===== src/rtl/rsa_pkg.sv =====
package rsa_pkg;

    localparam int REG_W = 16;

    // Status flag positions; software decodes these.
    localparam int FLG_POR  = 15;
    localparam int FLG_OSC  = 14;
    localparam int FLG_WDG  = 13;
    localparam int FLG_CPU  = 5;
    localparam int FLG_SW   = 4;
    localparam int FLG_PIN  = 3;

    // Control bits that trigger a software reset.
    localparam int CTL_FIRE = 15;
    localparam int CTL_HOLD = 14;

    localparam logic [REG_W-1:0] CTRL_INIT = 16'h4000;
    localparam logic [REG_W-1:0] STAT_POR  = 16'h8008;
    localparam logic [REG_W-1:0] STAT_IMPL = 16'hE038;

    typedef enum logic [1:0] {
        ST_RUN       = 2'd0,
        ST_POR_HOLD  = 2'd1,
        ST_WARM_HOLD = 2'd2,
        ST_RELEASE   = 2'd3
    } rst_state_e;

endpackage


===== src/rtl/rsa_pin_sync.sv =====
module rsa_pin_sync #(
    parameter int STAGES = 2
) (
    input  logic clk,
    input  logic rst_n,
    input  logic din,
    output logic dout
);
    logic [STAGES-1:0] chain;

    generate
        genvar g;
        for (g = 0; g < STAGES; g++) begin : g_stage
            if (g == 0) begin : g_first
                always_ff @(posedge clk or negedge rst_n) begin
                    if (!rst_n) chain[0] <= 1'b0;
                    else        chain[0] <= din;
                end
            end else begin : g_next
                always_ff @(posedge clk or negedge rst_n) begin
                    if (!rst_n) chain[g] <= 1'b0;
                    else        chain[g] <= chain[g-1];
                end
            end
        end
    endgenerate

    assign dout = chain[STAGES-1];
endmodule


===== src/rtl/rsa_cause_decode.sv =====
module rsa_cause_decode
    import rsa_pkg::*;
(
    input  logic             in_run,
    input  logic             pin_hi,
    input  logic             vmon_fault,
    input  logic             osc_fail,
    input  logic             osc_rst_en,
    input  logic             cpu_rst_req,
    input  logic             dbg_rst_req,
    input  logic             wdog_rst_req,
    input  logic             reg_wr,
    input  logic             reg_sel,
    input  logic [REG_W-1:0] reg_wdata,
    output logic             por_evt,
    output logic             warm_evt,
    output logic             ctrl_wr,
    output logic [REG_W-1:0] set_mask,
    output logic [REG_W-1:0] clr_mask
);
    logic sw_evt;
    logic ext_evt;

    always_comb begin
        por_evt  = vmon_fault;
        ext_evt  = in_run && !pin_hi;
        sw_evt   = in_run && reg_wr && !reg_sel &&
                   (reg_wdata[CTL_FIRE] || !reg_wdata[CTL_HOLD]);
        warm_evt = in_run && (ext_evt || cpu_rst_req || dbg_rst_req ||
                   wdog_rst_req || (osc_fail && osc_rst_en) || sw_evt);
        ctrl_wr  = in_run && reg_wr && !reg_sel;
        clr_mask = (in_run && reg_wr && reg_sel) ? reg_wdata : '0;

        set_mask          = '0;
        set_mask[FLG_OSC] = osc_fail;
        set_mask[FLG_CPU] = cpu_rst_req;
        set_mask[FLG_WDG] = dbg_rst_req || wdog_rst_req;
        set_mask[FLG_SW]  = sw_evt;
        set_mask[FLG_PIN] = warm_evt;
    end
endmodule


===== src/rtl/rsa_regs.sv =====
module rsa_regs
    import rsa_pkg::*;
(
    input  logic             clk,
    input  logic             por_n,
    input  logic             por_evt,
    input  logic             warm_evt,
    input  logic             ctrl_wr,
    input  logic [REG_W-1:0] wdata,
    input  logic [REG_W-1:0] set_mask,
    input  logic [REG_W-1:0] clr_mask,
    output logic [REG_W-1:0] status_q,
    output logic [REG_W-1:0] ctrl_q
);
    logic [REG_W-1:0] status_n;
    logic [REG_W-1:0] ctrl_n;

    always_comb begin
        if (por_evt) begin
            status_n = STAT_POR;
            ctrl_n   = CTRL_INIT;
        end else begin
            status_n = ((status_q & ~clr_mask) | set_mask) & STAT_IMPL;
            if (warm_evt)     ctrl_n = CTRL_INIT;
            else if (ctrl_wr) ctrl_n = wdata;
            else              ctrl_n = ctrl_q;
        end
    end

    always_ff @(posedge clk or negedge por_n) begin
        if (!por_n) begin
            status_q <= STAT_POR;
            ctrl_q   <= CTRL_INIT;
        end else begin
            status_q <= status_n;
            ctrl_q   <= ctrl_n;
        end
    end


    por_image_chk: assert property (@(posedge clk) disable iff (!por_n)
        por_evt |=> (status_q == STAT_POR) && (ctrl_q == CTRL_INIT));


    sticky_flag_chk: assert property (@(posedge clk) disable iff (!por_n)
        (!por_evt && clr_mask == '0) |=> ((status_q & $past(status_q)) == $past(status_q)));
endmodule


===== src/rtl/rsa_seq_fsm.sv =====
module rsa_seq_fsm
    import rsa_pkg::*;
#(
    parameter int POR_CYCLES  = 2048,
    parameter int WARM_CYCLES = 32
) (
    input  logic       clk,
    input  logic       por_n,
    input  logic       por_evt,
    input  logic       warm_evt,
    input  logic       pin_hi,
    output rst_state_e state_q,
    output logic       pin_oe,
    output logic       sys_rst_n
);
    localparam int MAX_LEN = (POR_CYCLES > WARM_CYCLES) ? POR_CYCLES : WARM_CYCLES;
    localparam int CNT_W   = $clog2(MAX_LEN + 1);
    localparam logic [CNT_W-1:0] POR_LAST  = CNT_W'(POR_CYCLES - 1);
    localparam logic [CNT_W-1:0] WARM_LAST = CNT_W'(WARM_CYCLES - 1);

    rst_state_e       state_n;
    logic [CNT_W-1:0] cnt_q;
    logic [CNT_W-1:0] cnt_n;

    // next-state and counter
    always_comb begin
        state_n = state_q;
        cnt_n   = cnt_q;
        if (por_evt) begin
            state_n = ST_POR_HOLD;          // por_enter
            cnt_n   = '0;
        end else begin
            unique case (state_q)
                ST_RUN: begin
                    if (warm_evt) begin
                        state_n = ST_WARM_HOLD; // warm_enter
                        cnt_n   = '0;
                    end
                end
                ST_POR_HOLD: begin
                    if (cnt_q == POR_LAST) state_n = ST_RELEASE; // stretch_done
                    else                   cnt_n   = cnt_q + CNT_W'(1);
                end
                ST_WARM_HOLD: begin
                    if (cnt_q == WARM_LAST) state_n = ST_RELEASE; // stretch_done
                    else                    cnt_n   = cnt_q + CNT_W'(1);
                end
                ST_RELEASE: begin
                    if (pin_hi) state_n = ST_RUN;  // pin_free
                end
                default: state_n = ST_POR_HOLD;
            endcase
        end
    end

    // state register
    always_ff @(posedge clk or negedge por_n) begin
        if (!por_n) begin
            state_q <= ST_POR_HOLD;
            cnt_q   <= '0;
        end else begin
            state_q <= state_n;
            cnt_q   <= cnt_n;
        end
    end

    // registered outputs
    always_ff @(posedge clk or negedge por_n) begin
        if (!por_n) begin
            pin_oe    <= 1'b1;
            sys_rst_n <= 1'b0;
        end else begin
            pin_oe    <= (state_n == ST_POR_HOLD) || (state_n == ST_WARM_HOLD);
            sys_rst_n <= (state_n == ST_RUN);
        end
    end

    // checker: length of the current drive-low run
    localparam int LEN_W = $clog2(WARM_CYCLES + 1);
    logic [LEN_W-1:0] oe_len;
    always_ff @(posedge clk or negedge por_n) begin
        if (!por_n)                                   oe_len <= '0;
        else if (!pin_oe)                             oe_len <= '0;
        else if (oe_len < LEN_W'(WARM_CYCLES))        oe_len <= oe_len + LEN_W'(1);
    end


    min_stretch_chk: assert property (@(posedge clk) disable iff (!por_n)
        $fell(pin_oe) |-> (oe_len == LEN_W'(WARM_CYCLES)));


    oe_in_reset_chk: assert property (@(posedge clk) disable iff (!por_n)
        pin_oe |-> !sys_rst_n);


    release_chk: assert property (@(posedge clk) disable iff (!por_n)
        $rose(sys_rst_n) |-> ($past(pin_hi) && !$past(pin_oe)));
endmodule


===== src/rtl/sysrst_ctrl.sv =====
module sysrst_ctrl
    import rsa_pkg::*;
#(
    parameter int POR_CYCLES  = 2048,
    parameter int WARM_CYCLES = 32
) (
    input  logic             clk,
    input  logic             por_n,
    input  logic             vmon_fault,
    input  logic             pin_in,
    output logic             pin_oe,
    input  logic             osc_fail,
    input  logic             osc_rst_en,
    input  logic             cpu_rst_req,
    input  logic             dbg_rst_req,
    input  logic             wdog_rst_req,
    input  logic             reg_wr,
    input  logic             reg_sel,
    input  logic [REG_W-1:0] reg_wdata,
    output logic [REG_W-1:0] reg_rdata,
    output logic             sys_rst_n
);
    rst_state_e       state_q;
    logic             pin_hi;
    logic             por_evt;
    logic             warm_evt;
    logic             ctrl_wr;
    logic [REG_W-1:0] set_mask;
    logic [REG_W-1:0] clr_mask;
    logic [REG_W-1:0] status_q;
    logic [REG_W-1:0] ctrl_q;
    logic             in_run;

    assign in_run = (state_q == ST_RUN);

    rsa_pin_sync #(.STAGES(2)) u_sync (
        .clk   (clk),
        .rst_n (por_n),
        .din   (pin_in),
        .dout  (pin_hi)
    );

    rsa_cause_decode u_cause (
        .in_run       (in_run),
        .pin_hi       (pin_hi),
        .vmon_fault   (vmon_fault),
        .osc_fail     (osc_fail),
        .osc_rst_en   (osc_rst_en),
        .cpu_rst_req  (cpu_rst_req),
        .dbg_rst_req  (dbg_rst_req),
        .wdog_rst_req (wdog_rst_req),
        .reg_wr       (reg_wr),
        .reg_sel      (reg_sel),
        .reg_wdata    (reg_wdata),
        .por_evt      (por_evt),
        .warm_evt     (warm_evt),
        .ctrl_wr      (ctrl_wr),
        .set_mask     (set_mask),
        .clr_mask     (clr_mask)
    );

    rsa_regs u_regs (
        .clk      (clk),
        .por_n    (por_n),
        .por_evt  (por_evt),
        .warm_evt (warm_evt),
        .ctrl_wr  (ctrl_wr),
        .wdata    (reg_wdata),
        .set_mask (set_mask),
        .clr_mask (clr_mask),
        .status_q (status_q),
        .ctrl_q   (ctrl_q)
    );

    rsa_seq_fsm #(
        .POR_CYCLES  (POR_CYCLES),
        .WARM_CYCLES (WARM_CYCLES)
    ) u_fsm (
        .clk       (clk),
        .por_n     (por_n),
        .por_evt   (por_evt),
        .warm_evt  (warm_evt),
        .pin_hi    (pin_hi),
        .state_q   (state_q),
        .pin_oe    (pin_oe),
        .sys_rst_n (sys_rst_n)
    );

    assign reg_rdata = reg_sel ? status_q : ctrl_q;


    pin_flag_on_entry_chk: assert property (@(posedge clk) disable iff (!por_n)
        $fell(sys_rst_n) |-> status_q[FLG_PIN]);


    osc_gated_chk: assert property (@(posedge clk) disable iff (!por_n)
        (sys_rst_n && osc_fail && !osc_rst_en && pin_hi && !vmon_fault &&
         !cpu_rst_req && !dbg_rst_req && !wdog_rst_req && !reg_wr) |=> sys_rst_n);


    sw_fire_chk: assert property (@(posedge clk) disable iff (!por_n)
        (sys_rst_n && reg_wr && !reg_sel && !vmon_fault &&
         (reg_wdata[CTL_FIRE] || !reg_wdata[CTL_HOLD]))
        |=> (!sys_rst_n && status_q[FLG_SW] && ctrl_q == CTRL_INIT));


    bus_gate_chk: assert property (@(posedge clk) disable iff (!por_n)
        (!sys_rst_n && !vmon_fault) |=> (ctrl_q == CTRL_INIT));
endmodule


===== config.mk =====
export PLATFORM = sky130hd
export DESIGN_NAME = sysrst_ctrl
export DESIGN_NICKNAME = d
export VERILOG_FILES = /design/src/rtl/rsa_pkg.sv /design/src/rtl/rsa_pin_sync.sv /design/src/rtl/rsa_cause_decode.sv /design/src/rtl/rsa_regs.sv /design/src/rtl/rsa_seq_fsm.sv /design/src/rtl/sysrst_ctrl.sv
export SDC_FILE = /design/constraint.sdc
export NUM_CORES = 1
export LEC_CHECK = 0
export BUFFER_PORTS_ARGS = -buffer_cell sky130_fd_sc_hd__buf_2
export CAP_MARGIN = 10
export CELL_PAD_IN_SITES_DETAIL_PLACEMENT = 1
export CELL_PAD_IN_SITES_GLOBAL_PLACEMENT = 1
export CORE_UTILIZATION = 35
export DETAILED_ROUTE_END_ITERATION = 8
export GPL_TIMING_DRIVEN = 0
export PLACE_DENSITY = 0.7
export SYNTH_ARGS = -nofsm -noshare
export SYNTH_HDL_FRONTEND = slang
export SYNTH_SLANG_ARGS = --single-unit

===== constraint.sdc =====
create_clock -name clk -period 2.1 [get_ports clk]
set_clock_uncertainty 0.2 [all_clocks]
set_input_delay 0.105 -clock clk [delete_from_list [all_inputs] [get_ports clk]]
set_output_delay 0.105 -clock clk [all_outputs]
set_load 0.01 [all_outputs]

### Word-level counts from Yosys, hierarchy flattened

Cells that the tools add are included.

| storage, ports and cells | value |
|---|---|
| input bits | 27 |
| flip-flop bits (word level) | 50 |
| output and inout bits | 18 |
| word-level logic and storage cells | 62 |

| cells by class | value |
|---|---|
| reduce and logical (&&, ||, !) cells | 23 |
| equality and inequality tests | 10 |
| bitwise gates (word level) | 3 |
| $add $sub $neg | 1 |
| mux-type cells | 17 |

Operators with widths:

| kind | count |
|---|---|
| $mux W16 | 6 |
| $mux W12 | 4 |
| $pmux W12 S3 | 1 |
| $and A16 B16 Y16 | 1 |
| $not A16 Y16 | 1 |
| $or A16 B15 Y16 | 1 |
| $add A12 B1 Y12 const B | 1 |
| $eq A12 B11 Y1 const B | 1 |
| $eq A12 B5 Y1 const B | 1 |
| $mux W2 | 5 |
| $ne A3 B3 Y1 const B | 3 |
| $logic_or A1 B1 Y1 | 8 |
| $pmux W2 S4 | 1 |
| $logic_and A1 B1 Y1 | 7 |
| $eq A2 B2 Y1 const B | 3 |
| $eq A2 B1 Y1 const B | 2 |
| $logic_not A2 Y1 | 2 |
| $reduce_and A4 Y1 | 1 |
| $reduce_bool A4 Y1 | 1 |
| $logic_not A1 Y1 | 3 |
| $reduce_bool A3 Y1 | 1 |

### Longest topological paths before layout

Gate-level depths: netlist (run 1).

| logic depth | value |
|---|---|
| word-level depth | 13 |
| depth in mapped cells | 9 |
| mapped depth without buffers | 8 |

### Cells and area by module

From an unflattened synthesis (run 1), not the netlist that was laid out.

| second synthesis, totals | value |
|---|---|
| cell total of the unflattened synthesis | 261 |
| area, all modules | 2655.0 um^2 |

Modules (own cells, without submodules):

| module | instances | sequential area each (um^2) | cells an instance | area an instance (um^2) |
|---|---|---|---|---|
| rsa_seq_fsm | 1 | 402.9 | 110 | 1076.0 |
| rsa_regs | 1 | 554.3 | 88 | 983.4 |
| rsa_cause_decode | 1 | 0.0 | 42 | 292.8 |
| sysrst_ctrl | 1 | 0.0 | 19 | 252.7 |
| rsa_pin_sync | 1 | 50.0 | 2 | 50.0 |

### Worst setup path before layout (run 1)

No wires, ideal clock.

| timing path | value |
|---|---|
| kind | register to register |
| start point | reg u_fsm.state_q[1] |
| end point | reg u_fsm.pin_oe |
| required time | 1.817 ns |
| arrival time | 2.016 ns |
| stages on the path, launching flop included | 9 |
| path slack | -0.199 ns |
| path buffers | 0 |
| period minus slack after synthesis | 2.299 ns |
| library setup time | 0.083 ns |
| cell sequence | dfrtp_1 > inv_1 > ha_1 > nand3b_4 > o211ai_2 > nand2_1 > and3_1 > or3b_1 > ha_1 |

| on the way | value |
|---|---|
| word-level cells in the longest chain between the ends | 13 |
| elaborated cells on any way between the ends | 23 |
| classes of those cells | 5 x eq/ne; 6 x mux; 12 x reduce/logical |

RTL lines:

| element | line | text |
|---|---|---|
| start: declaration | rsa_seq_fsm.sv:12 | `output rst_state_e state_q,` |
| start signal: assignment | rsa_seq_fsm.sv:62 | `state_q <= state_n;` |
| $logic_not A2 Y1 | rsa_seq_fsm.sv:33, sysrst_ctrl.sv:34 |  |
| $logic_and A1 B1 Y1 | rsa_cause_decode.sv:26 | `ext_evt = in_run && !pin_hi;` |
| $logic_or A1 B1 Y1 (3 in series) | rsa_cause_decode.sv:29 | `warm_evt = in_run && (ext_evt \|\| cpu_rst_req \|\| dbg_rst_req \|\|` |
| $logic_or A1 B1 Y1 (2 in series) | rsa_cause_decode.sv:30 | `wdog_rst_req \|\| (osc_fail && osc_rst_en) \|\| sw_evt);` |
| $logic_and A1 B1 Y1 | rsa_cause_decode.sv:29 |  |
| $mux W2 | rsa_seq_fsm.sv:35 | `if (warm_evt) begin` |
| $pmux W2 S4 (*) | rsa_seq_fsm.sv:33 | `unique case (state_q)` |
| $mux W2 (*) | rsa_seq_fsm.sv:29 | `if (por_evt) begin` |
| $eq A2 B1 Y1 / $eq A2 B2 Y1 (equally long branches) | rsa_seq_fsm.sv:73 | `pin_oe <= (state_n == ST_POR_HOLD) \|\| (state_n == ST_WARM_HOLD);` |
| $logic_or A1 B1 Y1 (*) | rsa_seq_fsm.sv:73 |  |
| end signal: assignment | rsa_seq_fsm.sv:73 |  |
| end: declaration | rsa_seq_fsm.sv:13 | `output logic pin_oe,` |

Every way passes the cells marked *; elsewhere a longest branch is shown, timed or not.
A chain may end at the register's enable or synchronous reset.

### Worst setup path in the final report (run 1)

| timing path | value |
|---|---|
| start point | reg u_fsm.state_q[0] |
| end point | reg u_fsm.cnt_q[8] |

| on the way | value |
|---|---|
| word-level cells in the longest chain between the ends | 10 |
| elaborated cells on any way between the ends | 20 |
| classes of those cells | 5 x eq/ne; 2 x mux; 13 x reduce/logical |

RTL lines:

| element | line | text |
|---|---|---|
| $logic_not A2 Y1 | rsa_seq_fsm.sv:33, sysrst_ctrl.sv:34 |  |
| $logic_and A1 B1 Y1 | rsa_cause_decode.sv:26 |  |
| $logic_or A1 B1 Y1 (3 in series) | rsa_cause_decode.sv:29 |  |
| $logic_or A1 B1 Y1 (2 in series) | rsa_cause_decode.sv:30 |  |
| $logic_and A1 B1 Y1 | rsa_cause_decode.sv:29 |  |
| $ne A3 B3 Y1 (no source line) | - |  |
| $reduce_and A4 Y1 (no source line) | - |  |
| end signal: assignment | rsa_seq_fsm.sv:63 | `cnt_q <= cnt_n;` |
| end: declaration | rsa_seq_fsm.sv:22 | `logic [CNT_W-1:0] cnt_q;` |

Several ways; a longest one is shown, not always the timed one.

==> reports/results.tsv, run 1 <==
stage	metric	value	unit
outcome	status	complete, but fails checks	
outcome	violations	negative setup slack	
route	drc	0	
worst_setup_path	r2r_setup_slack	-0.11	ns
sta	layout_min_cycle_time	2.21	ns
sta	fmax	0.452	GHz
logic_synthesis	ys_types	52	
worst_setup_path	r2r-end	u_fsm.cnt_q[8]	
cells_and_area	syn_to_final_growth	45.8	%
cts	clk_pin_slew	0.09	ns
floorplan	pin_count	45	
cells_and_area	drive_gt1_frac	0.389	
sta	slew_headroom	0.385	
floorplan	die_area	6570	µm²
route	drt_pass1_iterations	4	
route	wl	6970	µm
route	viasPerCell	5.29	
logic_synthesis	synth-seq-area-share	0.461	
job	maxCapViolCount	0	
worst_setup_path	critPathRequiredTime	2.13	ns
sta	tightest_slew	0.922	ns
sta	setup_violations	10	
floorplan	rows	28	
floorplan	start_util	0.365	
logic_synthesis	synth_top_area_frac	0.400	
cts	cts_buffer_depth	2	
route	drt_iter0_markers	67	
cells_and_area	utilization	0.532	
sta	post-route-period-util	1.05	
global_route	grt_antenna_before_repair	0	
cts	cts_tree	done	
pwr	power_leakage	1.40	nW
pwr	peakVddDrop	0.445	mV
cts	htree_levels	2	
route	wl_per_cell	17.7	µm
global_route	first_global_vias	2168	
global_route	grtUsageTotal	0.213	
logic_synthesis	syn_inst	229	
logic_synthesis	syn_area_per_cell	9.55	µm²
worst_setup_path	path_class	register to register	
logic_synthesis	syn-num-nets	263	
sta	tns	-0.439	ns
logic_synthesis	yosysWarnings	0	
global_route	grt_max_degree	41	
logic_synthesis	synthTopCellsByArea	dfrtp_1 40%, nand2_1 7.9%, dfstp_2 6.0%	
cts	clock-sinks	40	
logic_synthesis	ys_top_cells_by_count	46 x nand2_1, 35 x dfrtp_1, 25 x a21oi_1	
logic_synthesis	yosysMostFrequentCell	nand2_1	
worst_setup_path	crit_end	u_fsm.cnt_q[8]	
logic_synthesis	synth_edf_count	0	
place	numPortBuffers	43	
worst_setup_path	startpoint	u_fsm.state_q[0]	
global_route	grt-ovfl-total	0	
cts	cts_buffers	5	
global_route	grt_pass1_wl	10600	µm
floorplan	dieHeight	81.1	µm
worst_setup_path	cp-start-kind	register	
route	vias	2083	
cells_and_area	diodes	0	
logic_synthesis	ys_seq_elements	40	
worst_setup_path	cp-end-kind	register	
floorplan	core-area	5990	µm²
sta	slew_viol_final	0	
pwr	power_density	875	nW/µm²
worst_setup_path	reg2reg_depth	7	
logic_synthesis	ys.flop_type	dfrtp_1	
cts	insertion_delay	0.29	ns
floorplan	die_x	81.1	µm
worst_setup_path	cp_max_fo	5	
place	finalWeightedCongestion	0.790	
logic_synthesis	syn_area	2190	µm²
worst_setup_path	critPathArrivalTime	2.25	ns
cells_and_area	fin_nets	352	
route	ant_nets	0	
logic_synthesis	synth_top_area_cell	dfrtp_1	
sta	rsz0062_at_grt	true	
worst_setup_path	r2r_start	u_fsm.state_q[0]	
cts	clock_tree.root_cell	clkbuf_8	
place	dpl.hpwl	4140	µm
hold_path	hold_class	primary input to register	
sta	finalWorstSetupSlack	-0.114	ns
sta	finalHoldViolCount	0	
cells_and_area	fillCellCount	671	
place	pre_cts_ws	-0.253	ns
logic_synthesis	ys_async_sr_fraction	1.00	
## logic make-up (layout without fill, tap and decap cells)
logic type | count (synthesis) | after routing | synth area share
AND/OR/NAND/NOR | 106 | 106 | 0.264
AO/OA/AOI/OAI | 55 | 55 | 0.170
flip-flops | 40 | 40 | 0.461
buffers and inverters | 14 | 104 | 0.0303
adder cells (fa/ha/maj) | 7 | 7 | 0.0400
multiplexers | 7 | 7 | 0.0355
## placed cells by master (no fill, tap or decap), types with 5 or more instances in the layout
cell type / count
a21oi_1: 22
nor2b_1: 11
nor2_1: 9
buf_2: 44
and3_1: 6
clkbuf_8: 5
mux2_2: 6
nand2_1: 45
buf_4: 17
dfrtp_1: 35
dfstp_2: 5
dlygate4sd3_1: 22
## registers in the layout (all words and copies together) (netlist names)
| name | cells |
|---|---|
| u_regs.ctrl_q | 16 |
| u_fsm.cnt_q | 12 |
| u_regs.status_q | 6 |
| u_fsm.state_q | 2 |
| u_fsm.pin_oe | 1 |
| u_fsm.sys_rst_n | 1 |
| u_sync.chain | 1 |
| u_sync.dout | 1 |
## how the worst min path moves through the flow
stage | start | endpoint | cells after the start
2_1_floorplan | por_n | u_fsm.cnt_q[0] | 0
3_3_place_gp | pin_in | u_sync.chain[0] | 1
3_5_place_dp | pin_in | u_sync.chain[0] | 1
4_1_cts | vmon_fault | u_fsm.cnt_q[3] | 3
5_1_grt | reg_sel | u_regs.ctrl_q[0] | 4
6_report | reg_sel | u_regs.ctrl_q[0] | 4
## report_power, final
group          internal (mW)  switching, mW
combinational          0.638          0.584
clock                  0.353          0.277
sequential             0.860         0.0782
## final cells by class
cell class	count	area [µm²]	area share
multi-input combinational	175	1320	0.413
sequential	40	1010	0.316
timing repair buffer	84	598	0.188
clock inverter	2	35.0	0.0110
tap	75	93.8	0.0294
buffer	7	40.0	0.0126
clock buffer	6	72.6	0.0228
inverter	5	25.0	0.00785
## per-stage QoR
stage	total power, mW	area, µm²	hold WS (ns)	instances
4_1_cts	2.58	3060	0.0719	392
3_5_place_dp	1.64	2510	0.0202	347
5_1_grt	2.94	3190	0.0759	394
3_3_place_gp	1.61	2510	0.0185	347
2_1_floorplan	1.42	2200	-0.391	229
6_report	2.79	3190	0.0533	394
## worst max-delay path, cell delays in order (launching register included)
cell	delay [ns]
dfstp_2	0.61
inv_4	0.07
ha_4	0.29
clkinvlp_4	0.10
nor2_4	0.14
or4b_4	0.48
o21ai_2	0.16
a21o_1	0.09
## metal layers
metal / track usage / part of all wire / vias to the layer above
li1: - / - / 989
met1: 0.272 / 0.44 / 1041
met2: 0.368 / 0.51 / 42
met3: 0.0393 / 0.030 / 11
met4: 0.0518 / 0.022 / 0
met5: 0 / 0 / -
## repair_timing
item,in CTS,in global routing
pin swaps,18,12
hold buffers,22,0
buffers inserted,15,5
gates resized for setup,24,18
hold endpoints to repair,58,0
setup endpoints to repair,23,25
No activity file was read; power rests on OpenSTA's default activity.
==> run 2, diff against run 1 <==
--- a/config.mk
+++ b/config.mk
@@ -5,6 +5,7 @@
 export SDC_FILE = /design/constraint.sdc
 export NUM_CORES = 1
 export LEC_CHECK = 0
+export ABC_AREA = 1
 export BUFFER_PORTS_ARGS = -buffer_cell sky130_fd_sc_hd__buf_2
 export CAP_MARGIN = 10
 export CELL_PAD_IN_SITES_DETAIL_PLACEMENT = 1
@@ -12,7 +13,8 @@
 export CORE_UTILIZATION = 35
 export DETAILED_ROUTE_END_ITERATION = 8
 export GPL_TIMING_DRIVEN = 0
-export PLACE_DENSITY = 0.7
+export PLACE_DENSITY = 0.74
+export SLEW_MARGIN = 30
 export SYNTH_ARGS = -nofsm -noshare
 export SYNTH_HDL_FRONTEND = slang
 export SYNTH_SLANG_ARGS = --single-unit
==> run 2 against run 1 <==
  * The run ends with design-rule violations left
  * Combinational power down 87%
  * First-iteration DRC count increased by 15%
  * Non-clock buffer count fell by 5
  * Design area down 0.55%
  * Register-to-register slack gained 0.20 ns
  * Clock power grew 2%
  * Sequential share of layout area is 0.21 points higher
  * Critical path depth up 4
  * Largest cell class unchanged
==> reports/results.tsv, run 2 <==
stage	metric	value	unit
outcome	status	complete, but fails checks	
outcome	violations	design-rule violations	
global_route	first_global_vias	2490	
floorplan	die_x	84.3	µm
logic_synthesis	synth-seq-area-share	0.425	
sta	slew_headroom	0.613	
sta	fmax	0.496	GHz
sta	slew_viol_final	0	
global_route	grtUsageTotal	0.213	
worst_setup_path	cp_max_fo	5	
cts	clk_pin_slew	0.09	ns
logic_synthesis	ys_types	27	
cts	htree_levels	2	
logic_synthesis	ys_async_sr_fraction	1.00	
route	drc	12	
cells_and_area	diodes	0	
pwr	peakVddDrop	0.354	mV
logic_synthesis	synth_top_area_frac	0.370	
sta	finalWorstSetupSlack	0.0822	ns
hold_path	hold_class	primary input to register	
cells_and_area	fin_nets	447	
floorplan	start_util	0.367	
logic_synthesis	yosysMostFrequentCell	nand2_1	
pwr	power_leakage	1.60	nW
global_route	grt-ovfl-total	0	
logic_synthesis	ys.flop_type	dfrtp_1	
logic_synthesis	ys_seq_elements	40	
logic_synthesis	synthTopCellsByArea	dfrtp_1 37%, nand2_1 15%, inv_1 7.9%	
logic_synthesis	synth_edf_count	0	
worst_setup_path	crit_top_cell	nand2_2	
route	ant_nets	0	
sta	tns	0	ns
sta	post-route-period-util	0.961	
cells_and_area	final_cell_mix	92 x nand2_1, 48 x inv_1, 44 x buf_2, 34 x nor2_1, 34 x dfrtp_1	
worst_setup_path	crit_family	simple AND/OR/NAND/NOR gates	
worst_setup_path	cp-start-kind	register	
logic_synthesis	syn_area	2370	µm²
place	finalWeightedCongestion	0.836	
cells_and_area	drive_gt1_frac	0.225	
worst_setup_path	cp.buffers_inverters	2	
global_route	grt_antenna_before_repair	0	
global_route	grt_max_degree	41	
floorplan	pin_count	45	
cts	insertion_delay	0.30	ns
pwr	power_density	501	nW/µm²
worst_setup_path	critPathRequiredTime	2.12	ns
worst_setup_path	worstPathCellList	inv_2 > ha_4 > nand2_2 > nor2_4 > nand2_2 > nand2_1 > nand2_2 > nand3_1 > nand3_2 > inv_1 > ha_1	
pwr	p_total	1.59	mW
worst_setup_path	cp-end-kind	register	
global_route	grt_pass1_wl	12000	µm
floorplan	dieHeight	84.3	µm
logic_synthesis	syn_area_per_cell	7.18	µm²
sta	finalHoldViolCount	0	
route	drt_iter0_markers	77	
cts	cts_tree	done	
cells_and_area	largest_register	u_regs.ctrl_q	
cts	cts_buffer_depth	2	
cells_and_area	largest_reg_flops	16	
route	wl_per_cell	14.1	µm
cts	cts_buffers	5	
place	dpl.hpwl	4790	µm
job	maxCapViolCount	0	
floorplan	rows	29	
worst_setup_path	slowest_stage	dfstp_2	
cells_and_area	layout_commonest_cell	nand2_1	
logic_synthesis	synth_top_area_cell	dfrtp_1	
cts	clock_tree.root_cell	clkbuf_8	
place	numPortBuffers	43	
logic_synthesis	syn-num-nets	364	
logic_synthesis	yosysWarnings	0	
logic_synthesis	ys_top_cells_by_count	95 x nand2_1, 50 x inv_1, 35 x dfrtp_1, 35 x nor2_1, 30 x nand3_1	
worst_setup_path	path_class	register to register	
route	viasPerCell	4.94	
sta	tightest_slew	0.580	ns
route	wl	6940	µm
cts	clock-sinks	40	
cells_and_area	syn_to_final_growth	33.8	%
sta	layout_min_cycle_time	2.02	ns
sta	rsz0062_at_grt	true	
floorplan	core-area	6460	µm²
floorplan	die_area	7100	µm²
cells_and_area	reg_top3	u_regs.ctrl_q x16, u_fsm.cnt_q x12, u_regs.status_q x6	
sta	setup_violations	0	
place	pre_cts_ws	-0.331	ns
route	vias	2425	
route	drt_pass1_iterations	6	
worst_setup_path	critPathArrivalTime	2.04	ns
logic_synthesis	syn_inst	330	
worst_setup_path	cpPeakStageDelay	0.56	ns
cells_and_area	fillCellCount	849	
-- run 2: changes by cell type in the layout (fill, tap and decap cells not counted), sizes merged, moves of 5 or more --
cell / change
nand2: +52
inv: +47
nand3: +27
nor2: +26
nor2b: -13
nand4: +9
and3: -7
buf: -6
a21oi: -5
-- run 2: repair_timing --
action	CTS	global route
buffers inserted	2	8
pin swaps	2	5
hold buffers	24	0
endpoints found under the hold margin	56	0
gates resized for setup	8	10
endpoints found under the setup margin	31	25
-- run 2: final timing paths --
kind | endpoint | slack, ns | startpoint | cells after the start
max in group asynchronous | u_fsm.cnt_q[0] | 1.19 | por_n | 2
worst max register to register | u_fsm.pin_oe | 0.08 | u_fsm.state_q[0] | 11
worst min register to register | u_sync.dout | 0.16 | u_sync.chain[0] | 0
worst max-delay path | u_fsm.pin_oe | 0.08 | u_fsm.state_q[0] | 11
worst min-delay path | u_regs.status_q[14] | 0.002 | reg_wdata[14] | 4
min in group asynchronous | u_fsm.cnt_q[9] | 0.13 | por_n | 2
-- run 2: kinds of logic (layout without fill, tap and decap cells) --
| logic type | count (synthesis) | count (layout) | share of synthesized area |
|---|---|---|---|
| fa+ha+maj | 7 | 7 | 0.0370 |
| simple gates | 184 | 184 | 0.338 |
| compound gates | 31 | 31 | 0.0671 |
| mux | 4 | 4 | 0.0190 |
| xor+xnor | 3 | 3 | 0.0111 |
| flops | 40 | 40 | 0.425 |
| buf+inv | 61 | 145 | 0.102 |
-- run 2: cell type report --
| cell class | instances | area [µm²] | share of cell area |
|---|---|---|---|
| plain buffers | 9 | 52.6 | 0.0166 |
| clock buffers | 5 | 68.8 | 0.0217 |
| clock inverters | 3 | 42.5 | 0.0134 |
| inverters | 51 | 191 | 0.0604 |
| multi-input cells | 229 | 1180 | 0.371 |
| flip-flops and latches | 40 | 1010 | 0.318 |
| well taps | 77 | 96.3 | 0.0304 |
| repair buffers | 77 | 533 | 0.168 |
-- run 2: tightest hold or removal path, cell delays in order --
cell and delay, ns:
buf_2 0.11, inv_1 0.04, o21ai_0 0.16, a21oi_1 0.06
-- run 2: through the flow --
step | std cells | area, µm² | hold WS (ns) | utilization
global route | 491 | 3170 | 0.0156 | 0.491
global placement | 450 | 2680 | 0.0128 | 0.415
floorplan | 330 | 2370 | -0.391 | -
detailed placement | 450 | 2680 | 0.0178 | 0.415
CTS | 483 | 3070 | 0.000498 | 0.475
finish | 491 | 3170 | 0.00183 | 0.491
-- run 2: where the power goes --
| part | internal (mW) | switching, mW | total, mW |
|---|---|---|---|
| Clock | 0.352 | 0.289 | 0.641 |
| Sequential | 0.781 | 0.0103 | 0.791 |
| Combinational | 0.0745 | 0.0828 | 0.157 |
-- run 2: routing by layer --
layer,track usage,up-vias,share of wire
met3,0.0364,11,0.033
met4,0.0611,0,0.015
met1,0.270,1168,0.45
li1,-,1204,-
met5,0,-,0
met2,0.375,42,0.50
==> run 3, diff against run 2 <==
--- a/config.mk
+++ b/config.mk
@@ -11,6 +11,7 @@
 export CELL_PAD_IN_SITES_DETAIL_PLACEMENT = 1
 export CELL_PAD_IN_SITES_GLOBAL_PLACEMENT = 1
 export CORE_UTILIZATION = 35
+export CTS_BUF_LIST = sky130_fd_sc_hd__clkbuf_2
 export DETAILED_ROUTE_END_ITERATION = 8
 export GPL_TIMING_DRIVEN = 0
 export PLACE_DENSITY = 0.74
==> run 3 against run 2 <==
  * Core utilization grew 0.76 points
  * Routed wire length rose by 2.7%
  * Worst setup slack worse by 0.0060 ns
  * Sequential cell count is the same
  * Global-route usage is 0.23 points higher
  * Combinational power increased by 6%
  * Sequential share of layout area shrank 0.48 points
  * Non-clock buffer count up 7
  * First-iteration DRC count rose by 21%
  * Register-to-register slack about the same
  * The run still ends with design-rule violations left
  * Maximum frequency decreased by 0.29%
  * Critical endpoint is now u_fsm.cnt_q[4]
==> reports/results.tsv, run 3 (synthesis results as in run 2) <==
stage	metric	value	unit
outcome	status	complete, but fails checks	
outcome	violations	design-rule violations	
sta	tightest_slew	0.577	ns
worst_setup_path	critPathArrivalTime	2.14	ns
global_route	grt_pass1_wl	12200	µm
cts	clock_tree.root_cell	clkbuf_2	
sta	finalHoldViolCount	0	
cells_and_area	seqCellArea	1010	µm²
sta	fmax	0.494	GHz
hold_path	hold_path_end	u_fsm.state_q[0]	
worst_setup_path	reg2reg_depth	12	
global_route	first_global_vias	2514	
sta	rsz0062_at_grt	true	
cts	clk_pin_slew	0.21	ns
pwr	power_leakage	1.62	nW
worst_setup_path	r2r-end	u_fsm.cnt_q[4]	
sta	slew_viol_final	0	
worst_setup_path	cp-start-kind	register	
job	maxCapViolCount	0	
pwr	peakVddDrop	0.241	mV
sta	holdWs	0.0654	ns
route	wl_per_cell	14.3	µm
sta	slew_headroom	0.615	
cts	cts_buffers	5	
cells_and_area	diodes	0	
place	dpl.hpwl	4790	µm
place	finalWeightedCongestion	0.836	
cts	htree_levels	2	
cts	cts_buffer_depth	2	
worst_setup_path	r2r_start	u_fsm.state_q[1]	
hold_path	holdPathStages	8	
cts	cts_tree	done	
global_route	grt_antenna_before_repair	0	
cells_and_area	syn_to_final_growth	35.9	%
route	drt_pass1_iterations	6	
cells_and_area	reg_top3	u_regs.ctrl_q x16, u_fsm.cnt_q x12, u_regs.status_q x6	
floorplan	die_area	7100	µm²
floorplan	die_x	84.3	µm
floorplan	core-area	6460	µm²
worst_setup_path	worstPathCellList	inv_2 > ha_4 > nand2_2 > nor2_4 > nand2_2 > nand2_2 > nand2_4 > nand2_4 > nand2_4 > clkbuf_16 > nand3_1 > nand2_1	
cells_and_area	largest_register	u_regs.ctrl_q	
sta	setup_violations	0	
global_route	grtUsageTotal	0.216	
cells_and_area	utilization	0.498	
route	ant_nets	0	
worst_setup_path	crit_family	simple AND/OR/NAND/NOR gates	
route	drt_iter0_markers	93	
hold_path	hold_class	primary input to register	
cells_and_area	final_cell_mix	90 x nand2_1, 47 x inv_1, 44 x buf_2, 34 x nor2_1, 34 x dfrtp_1	
worst_setup_path	critPathRequiredTime	2.21	ns
worst_setup_path	cpPeakStageDelay	0.46	ns
place	numPortBuffers	43	
cells_and_area	drive_gt1_frac	0.235	
global_route	grt_max_degree	41	
floorplan	pin_count	45	
sta	layout_min_cycle_time	2.02	ns
cts	insertion_delay	0.40	ns
floorplan	dieHeight	84.3	µm
pwr	power_density	445	nW/µm²
cells_and_area	layout_commonest_cell	nand2_1	
route	drc	13	
cts	clock-sinks	40	
floorplan	start_util	0.367	
route	viasPerCell	4.92	
worst_setup_path	slowest_stage	dfrtp_1	
place	placed_cell_area	2680	µm²
global_route	grt-ovfl-total	0	
route	wl	7130	µm
sta	post-route-period-util	0.964	
floorplan	rows	29	
route	vias	2452	
worst_setup_path	r2r_setup_slack	0.08	ns
cells_and_area	fin_nets	454	
cells_and_area	multi_input_area	1190	µm²
worst_setup_path	cp.buffers_inverters	2	
worst_setup_path	path_class	register to register	
worst_setup_path	cp_max_fo	8	
sta	tns	0	ns
cells_and_area	largest_reg_flops	16	
cells_and_area	final_area	3220	µm²
cells_and_area	fillCellCount	842	
worst_setup_path	cp-end-kind	register	
hold_path	hp-start	osc_rst_en	
-- run 3: cell count changes in the layout (fill, tap and decap cells not counted), sizes merged --
cell,previous run,this run
buf,59,62
clkbuf,8,9
inv,51,50
clkinvlp,1,2
dlygate4sd3,24,27
-- run 3: stage by stage --
stage / cells / power (mW) / setup WS, ns
floorplan: 330 / 0.854 / 0.0490
global placement: 450 / 0.918 / -0.257
detailed placement: 450 / 0.920 / -0.331
CTS: 485 / 1.44 / 0.0130
global route: 498 / 1.50 / -0.0315
finish: 498 / 1.43 / 0.0763
-- run 3: final cells by class --
class,count,share of cell area
repair buffers,84,0.190
plain buffers,9,0.0159
inverters,51,0.0614
clock buffers,5,0.00777
clock inverters,3,0.0132
multi-input cells,229,0.369
well taps,77,0.0299
flip-flops and latches,40,0.313
-- run 3: repair_timing --
item                                    4_1_cts  5_1_grt
buffers inserted                              2       11
pin swaps                                     2        9
hold buffers                                 26        1
endpoints found under the setup margin       32       25
resized for setup                             8       13
endpoints found under the hold margin        60       21
gates cloned                                  0        1
-- run 3: power breakdown --
| part | switching (mW) | total (mW) | internal [mW] |
|---|---|---|---|
| Combinational | 0.0854 | 0.166 | 0.0804 |
| Sequential | 0.00956 | 0.792 | 0.783 |
| Clock | 0.276 | 0.474 | 0.199 |
-- run 3: worst max-delay path by stage --
stage,start,end,slack (ns),cells past startpoint
floorplan,u_fsm.state_q[0],u_fsm.pin_oe,0.05,11
global placement,u_fsm.state_q[1],u_regs.ctrl_q[12],-0.26,10
detailed placement,u_fsm.state_q[1],u_regs.ctrl_q[13],-0.33,10
CTS,u_fsm.state_q[1],u_fsm.cnt_q[0],0.01,12
global route,u_fsm.state_q[1],u_regs.status_q[4],-0.03,7
finish,u_fsm.state_q[1],u_fsm.cnt_q[4],0.08,12
-- run 3: tightest hold or removal path, cell delays in order --
cell,delay [ns]
buf_2,0.08
nand2_1,0.04
nand3_1,0.06
nor2_1,0.07
nand2_2,0.09
nand2_4,0.07
nand3_1,0.09
nand3_2,0.08
-- run 3: metal layers --
| metal | vias to the layer above | share of wire | track usage | routed length, µm |
|---|---|---|---|---|
| met1 | 1176 | 0.45 | 0.277 | 3230 |
| met4 | 0 | 0.013 | 0.0564 | 94 |
| met3 | 10 | 0.033 | 0.0374 | 234 |
| li1 | 1220 | - | - | - |
| met5 | - | 0 | 0 | 0 |
| met2 | 46 | 0.50 | 0.376 | 3580 |
